### src/rtl/rsv_pkg.sv
package rsv_pkg;
  typedef enum logic [1:0] {
    OP_STORE = 2'b00,
    OP_LINK  = 2'b01,
    OP_COND  = 2'b10,
    OP_OTHER = 2'b11
  } rsv_op_e;
endpackage

### src/rtl/rsv_lookup.sv
module rsv_lookup #(
  parameter int N      = 4,
  parameter int LINE_W = 16,
  parameter int VER_W  = 4
) (
  input  logic [N-1:0]             ent_vld,
  input  logic [N-1:0][LINE_W-1:0] ent_line,
  input  logic [N-1:0][VER_W-1:0]  ent_ver,
  input  logic [LINE_W-1:0]        q_line,
  input  logic [VER_W-1:0]         q_ver,
  output logic [N-1:0]             line_hit,
  output logic [N-1:0]             own_hit
);
  for (genvar i = 0; i < N; i++) begin : g_cmp
    assign line_hit[i] = ent_vld[i] && (ent_line[i] == q_line);
    assign own_hit[i]  = line_hit[i] && (ent_ver[i] == q_ver);
  end
endmodule

### src/rtl/rsv_victim.sv
module rsv_victim #(
  parameter int N     = 4,
  parameter int IDX_W = 2
) (
  input  logic             clk,
  input  logic             rst_n,
  input  logic [N-1:0]     ent_vld,
  input  logic             adv,
  output logic [IDX_W-1:0] slot,
  output logic             full
);
  logic [IDX_W-1:0] rr_q;

  function automatic logic [IDX_W-1:0] lowest_free(input logic [N-1:0] v);
    logic [IDX_W-1:0] idx;
    idx = '0;
    for (int i = N - 1; i >= 0; i--) begin
      if (!v[i]) idx = IDX_W'(i);
    end
    return idx;
  endfunction

  function automatic logic [IDX_W-1:0] step_ptr(input logic [IDX_W-1:0] p);
    return (p == IDX_W'(N - 1)) ? '0 : p + 1'b1;
  endfunction

  assign full = &ent_vld;
  assign slot = full ? rr_q : lowest_free(ent_vld);

  always_ff @(posedge clk) begin
    if (!rst_n) rr_q <= '0;
    else if (adv) rr_q <= step_ptr(rr_q);
  end


  adv_when_full_chk: assert property (@(posedge clk) disable iff (!rst_n)
    adv |-> full);
endmodule

### src/rtl/rsv_monitor.sv
module rsv_monitor #(
  parameter int NUM_ENTRIES = 4,
  parameter int LINE_W      = 16,
  parameter int VER_W       = 4
) (
  input  logic              clk,
  input  logic              rst_n,
  input  logic              evt_valid,
  input  logic [1:0]        evt_op,
  input  logic [LINE_W-1:0] evt_line,
  input  logic [VER_W-1:0]  evt_ver,
  input  logic              bypass,
  output logic              res_valid,
  output logic              res_ok
);
  import rsv_pkg::*;
  localparam int IDX_W = (NUM_ENTRIES > 1) ? $clog2(NUM_ENTRIES) : 1;

  logic [NUM_ENTRIES-1:0]             ent_vld;
  logic [NUM_ENTRIES-1:0][LINE_W-1:0] ent_line;
  logic [NUM_ENTRIES-1:0][VER_W-1:0]  ent_ver;
  logic [NUM_ENTRIES-1:0]             line_hit, own_hit;
  logic [IDX_W-1:0]                   slot;
  logic                               full;

  rsv_op_e op;
  logic    act, is_link, is_cond, is_store;
  logic    any_line_hit, any_own_hit, alloc_new, replace_en, ok_d;

  assign op       = rsv_op_e'(evt_op);
  assign act      = evt_valid && !bypass;
  assign is_link  = (op == OP_LINK);
  assign is_cond  = (op == OP_COND);
  assign is_store = (op == OP_STORE);

  rsv_lookup #(.N(NUM_ENTRIES), .LINE_W(LINE_W), .VER_W(VER_W)) u_lookup (
    .ent_vld (ent_vld),
    .ent_line(ent_line),
    .ent_ver (ent_ver),
    .q_line  (evt_line),
    .q_ver   (evt_ver),
    .line_hit(line_hit),
    .own_hit (own_hit)
  );

  assign any_line_hit = |line_hit;
  assign any_own_hit  = |own_hit;
  assign alloc_new    = act && is_link && !any_line_hit;
  assign replace_en   = alloc_new && full;

  rsv_victim #(.N(NUM_ENTRIES), .IDX_W(IDX_W)) u_victim (
    .clk    (clk),
    .rst_n  (rst_n),
    .ent_vld(ent_vld),
    .adv    (replace_en),
    .slot   (slot),
    .full   (full)
  );

  // Result: only a live store-conditional can report failure.
  assign ok_d = (act && is_cond) ? any_own_hit : 1'b1;

  for (genvar i = 0; i < NUM_ENTRIES; i++) begin : g_ent
    logic clr_i, tag_i;
    assign clr_i = act && ((is_cond && line_hit[i]) || (is_store && own_hit[i]));
    assign tag_i = act && is_link &&
                   (line_hit[i] || (alloc_new && (slot == IDX_W'(i))));
    always_ff @(posedge clk) begin
      if (!rst_n) begin
        ent_vld[i]  <= 1'b0;
        ent_line[i] <= '0;
        ent_ver[i]  <= '0;
      end else if (tag_i) begin
        ent_vld[i]  <= 1'b1;
        ent_line[i] <= evt_line;
        ent_ver[i]  <= evt_ver;
      end else if (clr_i) begin
        ent_vld[i]  <= 1'b0;
      end
    end
  end

  always_ff @(posedge clk) begin
    if (!rst_n) begin
      res_valid <= 1'b0;
      res_ok    <= 1'b0;
    end else begin
      res_valid <= evt_valid;
      res_ok    <= evt_valid ? ok_d : 1'b0;
    end
  end


  strobe_follow_chk: assert property (@(posedge clk) disable iff (!rst_n)
    evt_valid |=> res_valid);

  strobe_idle_chk: assert property (@(posedge clk) disable iff (!rst_n)
    !evt_valid |=> !res_valid);

  non_cond_ok_chk: assert property (@(posedge clk) disable iff (!rst_n)
    (evt_valid && !is_cond) |=> res_ok);

  cond_miss_chk: assert property (@(posedge clk) disable iff (!rst_n)
    (act && is_cond && !any_own_hit) |=> !res_ok);

  cond_clears_chk: assert property (@(posedge clk) disable iff (!rst_n)
    (act && is_cond) |=> ((ent_vld & $past(line_hit)) == '0));

  bypass_ok_chk: assert property (@(posedge clk) disable iff (!rst_n)
    (evt_valid && bypass) |=> (res_ok && $stable(ent_vld)));

  single_entry_chk: assert property (@(posedge clk) disable iff (!rst_n)
    $onehot0(line_hit));
endmodule

### config.mk
export PLATFORM = sky130hd
export DESIGN_NAME = rsv_monitor
export DESIGN_NICKNAME = d
export VERILOG_FILES = /design/src/rtl/rsv_pkg.sv /design/src/rtl/rsv_lookup.sv /design/src/rtl/rsv_victim.sv /design/src/rtl/rsv_monitor.sv
export SDC_FILE = /design/constraint.sdc
export NUM_CORES = 1
export LEC_CHECK = 0
export BUFFER_PORTS_ARGS = -buffer_cell sky130_fd_sc_hd__buf_2
export CORE_MARGIN = 5
export CORE_UTILIZATION = 40
export CTS_BUF_LIST = sky130_fd_sc_hd__clkbuf_4
export DETAILED_ROUTE_END_ITERATION = 12
export PLACE_DENSITY = 0.54
export SLEW_MARGIN = 20
export SYNTH_ARGS = -nofsm -noshare
export SYNTH_HDL_FRONTEND = slang
export SYNTH_SLANG_ARGS = --single-unit
### constraint.sdc
create_clock -name clk -period 2.7 [get_ports clk]
set_clock_uncertainty 0.15 [all_clocks]
set_input_delay 0.54 -clock clk [delete_from_list [all_inputs] [get_ports clk]]
set_output_delay 0.54 -clock clk [all_outputs]
set_load 0.01 [all_outputs]
Word-level counts from Yosys, hierarchy flattened. Index checks and enable logic that the tools add are counted.

Register bits: 88. Bits in latches: 0. RAM bits: 0. Memory bits (read-only): 0. Bits of input ports: 26. Memories: 0.

$add $sub $neg: 1. Multipliers: 0. Divide/modulo/power cells: 0. $lt $le $gt $ge: 0. Eq/ne operators: 14. Shift operators: 0. Multiplexer cells: 15. Bitwise gates (word level): 0. Reduce and logical (&&, ||, !) cells: 53.

Operators with widths (count): $eq A16 B16 Y1 (4); $logic_and A1 B1 Y1 (33); $eq A4 B4 Y1 (4); $mux W2 (6); $mux W1 (9); $eq A2 B2 Y1 const B (4); $logic_or A1 B1 Y1 (8); $reduce_bool A2 Y1 (4); $reduce_or A4 Y1 (2); $eq A2 B1 Y1 const B (2); $logic_not A2 Y1 (2); $reduce_and A4 Y1 (1); $add A2 B1 Y2 const B (1); $logic_not A1 Y1 (2); $reduce_and A2 Y1 (1).

Depth between registers and ports, before layout. Gate-level depths: netlist of the first run.

Word-level depth: 10. Mapped depth: 10. Mapped depth without buffers: 7.

Modules after synthesis. A second synthesis of the first run with hierarchy kept.

Cell total of the unflattened synthesis: 807. Area, all modules: 6560.0 um2.

Modules (own cells, without submodules): rsv_monitor (times used 1, cells an instance 661, area each 5444.0 um2); rsv_lookup (times used 1, cells an instance 131, area each 979.7 um2); rsv_victim (times used 1, cells an instance 15, area each 136.4 um2).

Worst setup path before layout of the first run. OpenSTA, ideal clock, no wires.

Path type: input-to-reg. From: input evt_line[11]. To: register ent_line[13] (netlist name). Library setup time: 132 ps. Arrival: 2145 ps. Required time: 2418 ps. Setup slack: 273 ps. Cell stages on the path: 9. Buffers on the path: 2. Cell sequence: buf_2 -> xnor2_1 -> nand4_1 -> or3_1 -> or3_4 -> and4_4 -> buf_6 -> o21ai_1 -> a21oi_1.

Word-level cells in the longest chain between the ends: 8.

Ends and longest elaborated chain: from (decl) (RTL line rsv_monitor.sv:10) `input logic [LINE_W-1:0] evt_line,`; $eq A16 B16 Y1 (RTL line rsv_lookup.sv:15) `assign line_hit[i] = ent_vld[i] && (ent_line[i] == q_line);`; $logic_and A1 B1 Y1 (RTL line rsv_lookup.sv:15); $reduce_or A4 Y1 (RTL line rsv_monitor.sv:46) `assign any_line_hit = |line_hit;`; $logic_not A1 Y1 (RTL line rsv_monitor.sv:48) `assign alloc_new = act && is_link && !any_line_hit;`; $logic_and A1 B1 Y1 (RTL line rsv_monitor.sv:48); $logic_and A1 B1 Y1 (RTL line rsv_monitor.sv:67) `(line_hit[i] || (alloc_new && (slot == IDX_W'(i))));`; $logic_or A1 B1 Y1 (*) (RTL line rsv_monitor.sv:67); $logic_and A1 B1 Y1 (*) (RTL line rsv_monitor.sv:66) `assign tag_i = act && is_link &&`; to (signal, indexed assignment) (RTL line rsv_monitor.sv:75) `ent_line[i] <= evt_line;`; to (decl) (RTL line rsv_monitor.sv:20) `logic [NUM_ENTRIES-1:0][LINE_W-1:0] ent_line;`.

Mark *: on every way between the ends. The rest lies on a longest branch, timed or not. A chain may end at the register's enable or synchronous reset.

Worst setup path after layout of the first run.
From: register ent_line[41] (netlist name). To: register ent_line[20] (netlist name).

Word-level cells in the longest chain between the ends: 8.

Ends and longest elaborated chain (RTL line): $eq A16 B16 Y1 (rsv_lookup.sv:15); $logic_and A1 B1 Y1 (rsv_lookup.sv:15); $reduce_or A4 Y1 (rsv_monitor.sv:46); $logic_not A1 Y1 (rsv_monitor.sv:48); $logic_and A1 B1 Y1 (rsv_monitor.sv:48); $logic_and A1 B1 Y1 (rsv_monitor.sv:67); $logic_or A1 B1 Y1 (rsv_monitor.sv:67); $logic_and A1 B1 Y1 (rsv_monitor.sv:66).

No other way between the ends.

==> qor.yml, run 1 <==
status: "completed"
critPathLaunchType: "flop"
yosys.cell_count.top_type: "nand2_1"
first_global_vias: 3377
design_area_sq_um: 5051
firstDrtPassIters: 4
hold_start: "evt_valid"
irDropWorstVdd_mv: 0.2131
place_hpwl_um: 7847
final_cells: 683
synth.cells.most_frequent: "96 x nand2_1, 88 x dfxtp_1, 62 x mux2i_1"
critPathKind: "flop to flop"
final-hold-violation-count: 0
top_usage_layer: "met2"
crit_buf_inv: 2
htreeDepth: 3
tns_ns: 0
min_path_cells: 3
clk_latency_ns: 0.47
critPathArrivalTime_ns: 2.68
gr-usage-met3_pct: 3.886
grtUsageMet2_pct: 24.75
num_vias: 3493
cp_top_family: "simple AND/OR/NAND/NOR gates"
syn_area_sq_um: 4537
vias_per_cell: 5.114
end_kind: "flop"
pwr-share-seq_pct: 57.8
hold_path.class: "input pin to flop"
min_period_over_period_pct: 89.94
p_per_area_nw_per_um2: 449.7
critPathLaunch: "ent_line[41]$_SDFFE_PN0P_"
die_h_um: 116.5
syn_avg_cell_area_sq_um: 8.913
initialDrtViolationCount: 145
gp_congestion: 0.8661
path_cells: "xnor2_1, nand4_1, nor4_1, buf_4, a22oi_1, nor3b_1, o21ai_4, buf_12, mux2i_1"
comb_power_share_pct: 10.0
yosys_warnings: 0
cp_slowest_stage_delay_ns: 0.35
fin_util_pct: 45.99
io_buffers: 27
netlist.area_leader.share_pct: 38.83
finalMaxSlewViolations: 0
power.share.clock_pct: 32.2
rrSetupSlack_ns: 0.27
antenna_cells: 0
die-area_sq_um: 13570
synth-edff-count: 0
grt_pass1_wl_um: 17800
yosysTopAreaCell: "dfxtp_1"
postCtsSetupBuffers: 0
tritoncts: "built"
synthesis.nets: 536
place_area_sq_um: 4927
pin_count: 28
hold_end: "res_valid$_SDFF_PN0_"
wl_um: 10870
maxSlewHeadroom_pct: 56.16
fillers: 1069
clockRootBuffer: "clkbuf_4"
grt-ovfl-total: 0
synth_seq_cells: 88
syn2layout_area_growth_pct: 11.33
antenna_found_initial: 0
met1_usage_pct: 24.37
maxCapViolations: 0
routedWlPerCell_um: 15.91
timing.rr.end: "ent_line[20]$_SDFFE_PN0P_"
tightest_slew_ns: 0.6515
track_usage_pct: 17.06
cp.required_ns: 2.95
final_nets: 566
setup_viol: 0
r2r_cells: 9
ys_types: 38
p_sw_share_pct: 26.09
dpl.cell_count: 668
clk_path_buf_depth: 2
cts_made_buffers: 9
ctsResizeCount: 0
coreArea_sq_um: 10980
synthFlopType: "dfxtp_1"
p_int_mw: 1.679
synthTopCellsByArea: "dfxtp_1 39%, mux2i_1 14%, xnor2_1 9.5%"
drc: 0
die_w_um: 116.5
clock.fmax_mhz: 411.8
drive_above_1_share_pct: 15.65
netlist_instances: 509
synth-seq-area-share_pct: 38.83
clkSinkCount: 88
p_sw_mw: 0.5926
hold_buffers: 0
r2r_start: "ent_line[41]$_SDFFE_PN0P_"
cp_slowest_cell: "dfxtp_1"
start_util_pct: 41.31
path_max_fanout: 13
rows: 38
timing.hold.ws_ns: 0.1793
grt_max_degree: 83
rsz0062_at_grt: "no"
final_antenna_net_count: 0
period_minus_slack_ns: 2.428
clkTransAtPathRegs_ns: 0.14
async_flop_share_pct: 0
p_leak_nw: 2.073
## routing by layer
layer	wire, um	vias to the layer above	part of all wire [%]
met1	5496	1646	51
met4	210	0	1.9
met2	4768	62	44
met5	0	-	0
met3	392	16	3.6
li1	-	1769	-
## power by group through the flow
| stage | Clock (mW) | Sequential (mW) | Combinational [mW] |
|---|---|---|---|
| floorplan | 0 | 1.34 | 0.155 |
| global placement | 0 | 1.34 | 0.227 |
| detailed placement | 0 | 1.34 | 0.228 |
| CTS | 0.756 | 1.31 | 0.229 |
| global route | 0.809 | 1.32 | 0.249 |
| finish | 0.731 | 1.31 | 0.227 |
## cell families after synthesis
family	count (synthesis)	synth area share [%]
DFF	88	38.83
buffers and inverters	53	6.757
adders and majority gates	1	0.2757
and+or+nand+nor	163	17.07
muxes	62	13.68
AOI/OAI and AO/OA	62	7.943
xor gates and xnor gates	80	15.44
## layout by cell type (no fill, tap or decap), drive strengths merged
cell and instances:
and4 1, dfxtp 88, o21ai 27, and2 1, or3 3, ha 1, nand3 28, bufinv 1
o211ai 2, clkbuf 10, nor3b 2, or4bb 1, o2bb2a 1, nor3 1, nor4 10, nand4 12
a2bb2oi 1, xnor2 49, nor2 5, or2 1, a22oi 2, and4bb 1, buf 65, clkinvlp 1
mux2i 62, a31oi 2, xor2 31, clkinv 4, o31a 1, nand2 96, nand4bb 1, a21oi 26
inv 6
## state kept, by name, indices dropped and copies added (netlist names)
signal         count
ent_vld            4
ent_ver           16
res_valid          1
ent_line          64
res_ok             1
u_victim.rr_q      2
## worst max-delay path by stage
stage | endpoint | cells past startpoint | slack, ns
floorplan | ent_line[13]$_SDFFE_PN0P_ | 9 | 0.27
global placement | ent_line[33]$_SDFFE_PN0P_ | 9 | -0.12
detailed placement | ent_line[20]$_SDFFE_PN0P_ | 11 | -0.14
CTS | ent_line[20]$_SDFFE_PN0P_ | 9 | 0.24
global route | ent_line[42]$_SDFFE_PN0P_ | 9 | 0.09
finish | ent_line[20]$_SDFFE_PN0P_ | 9 | 0.27
## stage by stage
stage	setup WS (ns)	power [mW]
floorplan	0.2729	1.497
global placement	-0.1233	1.569
detailed placement	-0.1443	1.569
CTS	0.2390	2.299
global route	0.09488	2.373
finish	0.2717	2.271
## worst min-delay path, cell delays in order
cell	delay, ns
buf_2	0.10
nand2_1	0.07
inv_1	0.05
## area by class of cell
type,count,area [sq um],area share [%]
well taps,140,175.2,3.468
multi-input cells,368,2469,48.87
inverters,7,26.28,0.5202
clock buffers,10,75.07,1.486
clock inverters,5,48.80,0.9661
flip-flops and latches,88,1762,34.88
repair buffers,65,495.5,9.809
No activity file was read; power rests on OpenSTA's default activity.
==> run 2: changes to the inputs <==
CTS_BUF_LIST = default   (was sky130_fd_sc_hd__clkbuf_4)
==> qor.yml, run 2 (synthesis gave the netlist of run 1 again) <==
gp_congestion: 0.8661  # unchanged
first_global_vias: 3384  # was 3377
critPathArrivalTime_ns: 2.59  # was 2.68 ns
fillers: 1047  # was 1069
cp_slowest_stage_delay_ns: 0.35  # about the same
min_period_over_period_pct: 91.54  # was 89.94%
design_area_sq_um: 5235  # was 5051 sq um
critPathLaunchType: "input pin"  # was flop
hold_path.class: "input pin to flop"  # unchanged
hold_start: "evt_valid"  # unchanged
place_hpwl_um: 7847  # unchanged
die-area_sq_um: 13570  # unchanged
drc: 0  # unchanged
place_ws_ns: -0.1443  # unchanged
rrSetupSlack_ns: 0.29  # was 0.27 ns
finalWorstSetupSlack_ns: 0.2283  # was 0.2717 ns
multiInputGateArea_sq_um: 2469  # unchanged
hold_buffers: 0  # unchanged
die_h_um: 116.5  # unchanged
hold_end: "res_valid$_SDFF_PN0_"  # unchanged
clk_latency_ns: 0.34  # was 0.47 ns
clockRootBuffer: "clkbuf_16"  # was clkbuf_4
grt_pass1_wl_um: 17760  # was 17800 um
clk_path_buf_depth: 2  # unchanged
final_nets: 566  # unchanged
vias_per_cell: 5.111  # was 5.114
coreArea_sq_um: 10980  # unchanged
antenna_found_initial: 0  # unchanged
cp.required_ns: 2.82  # was 2.95 ns
min_path_cells: 3  # unchanged
track_usage_pct: 17.01  # was 17.06%
fin_util_pct: 47.66  # was 45.99%
end_kind: "flop"  # unchanged
mostFrequentLayoutCell: "nand2_1"  # unchanged
cp_top_family: "simple AND/OR/NAND/NOR gates"  # unchanged
largest_reg_flops: 64  # unchanged
routedWlPerCell_um: 15.84  # was 15.91 um
grt_max_degree: 83  # unchanged
clkTransAtPathRegs_ns: 0.06  # was 0.14 ns
crit_top_cell: "buf_4"
p_per_area_nw_per_um2: 540.3  # was 449.7 nW/um^2
status: "completed"  # unchanged
maxSlewHeadroom_pct: 59.10  # was 56.16%
crit_buf_inv: 4  # was 2
antenna_cells: 0  # unchanged
timing.rr.end: "ent_line[20]$_SDFFE_PN0P_"  # unchanged
setup_viol: 0  # unchanged
num_vias: 3491  # was 3493
reg_top3: "ent_line: 64 flops, ent_ver: 16 flops, ent_vld: 4 flops"  # unchanged
tightest_slew_ns: 0.6080  # was 0.6515 ns
grt-ovfl-total: 0  # unchanged
syn2layout_area_growth_pct: 15.39  # was 11.33%
die_w_um: 116.5  # unchanged
clkSinkCount: 88  # unchanged
postCtsSetupBuffers: 0  # unchanged
htreeDepth: 3  # unchanged
finalMaxSlewViolations: 0  # unchanged
seq_area_sq_um: 1762  # unchanged
tritoncts: "built"  # unchanged
io_buffers: 27  # unchanged
wl_um: 10820  # was 10870 um
clock.fmax_mhz: 404.6  # was 411.8 MHz
cts_made_buffers: 9  # unchanged
final_antenna_net_count: 0  # unchanged
final_cells: 683  # unchanged
regMostFlops: "ent_line"  # unchanged
r2r_start: "ent_line[41]$_SDFFE_PN0P_"  # unchanged
firstDrtPassIters: 4  # unchanged
most-common-layout-cells: "96 x nand2_1, 88 x dfxtp_1, 62 x mux2i_1"  # unchanged
initialDrtViolationCount: 180  # was 145
final-hold-violation-count: 0  # unchanged
ctsResizeCount: 0  # unchanged
timing.hold.ws_ns: 0.2978  # was 0.1793 ns
path_max_fanout: 13  # unchanged
irDropWorstVdd_mv: 0.2787  # was 0.2131 mV
power_mw: 2.828  # was 2.271 mW
rows: 38  # unchanged
maxCapViolations: 0  # unchanged
dpl.cell_count: 668  # unchanged
place_area_sq_um: 4927  # unchanged
path_cells: "buf_2, buf_4, xnor2_1, nand4_1, nor4_1, buf_4, a22oi_1, nor3b_1, o21ai_4, buf_12, mux2i_1"  # was xnor2_1, nand4_1, nor4_1, buf_4, a22oi_1, nor3b_1, o21ai_4, buf_12, mux2i_1
pin_count: 28  # unchanged
period_minus_slack_ns: 2.472  # was 2.428 ns
cp_slowest_cell: "nor4_1"  # was dfxtp_1
drive_above_1_share_pct: 16.02  # was 15.65%
tns_ns: 0  # unchanged
start_util_pct: 41.31  # unchanged
rsz0062_at_grt: "no"  # unchanged
p_leak_nw: 2.156  # was 2.073 nW
r2r_cells: 9  # unchanged
critPathKind: "input pin to flop"  # was flop to flop
run 2: cell count changes in the layout (fill, tap and decap cells not counted), sizes merged:
cell,change
clkbuf,+3
clkinv,-3
run 2: where the power goes:
group          switching (mW)  leakage (nW)  total (mW)  internal [mW]
Combinational           0.134          1.30       0.226         0.0921
Sequential            0.00572         0.710        1.31           1.31
Clock                   0.501         0.148        1.29          0.788
run 2: cell type report:
cell class	count	share of cell area [%]
Multi-Input combinational cell	368	47.16
Sequential cell	88	33.65
Timing Repair Buffer	65	9.465
Clock buffer	13	5.163
Tap cell	140	3.346
Clock inverter	2	0.7170
Inverter	7	0.5019
run 2: how the worst max path moves through the flow:
stage	startpoint	endpoint	slack, ns	depth (start not counted)
3_3_place_gp	evt_line[13]	ent_line[33]$_SDFFE_PN0P_	-0.12	9
5_1_grt	evt_line[13]	ent_line[20]$_SDFFE_PN0P_	0.06	11
4_1_cts	evt_line[13]	ent_line[20]$_SDFFE_PN0P_	0.21	11
2_1_floorplan	evt_line[11]	ent_line[13]$_SDFFE_PN0P_	0.27	9
3_5_place_dp	evt_line[13]	ent_line[20]$_SDFFE_PN0P_	-0.14	11
6_report	evt_line[13]	ent_line[20]$_SDFFE_PN0P_	0.23	11
run 2: worst min-delay path, stage by stage:
cell and delay (ns):
buf_2 0.10, nand2_1 0.07, inv_1 0.05
run 2: per-layer routing:
metal	wire [um]	GRT usage, %	vias to the layer above	part of all wire, %
met3	423	4.041	16	3.9
li1	-	-	1772	-
met5	0	0	-	0
met2	4730	24.68	63	44
met4	205	6.729	0	1.9
met1	5460	24.28	1640	50
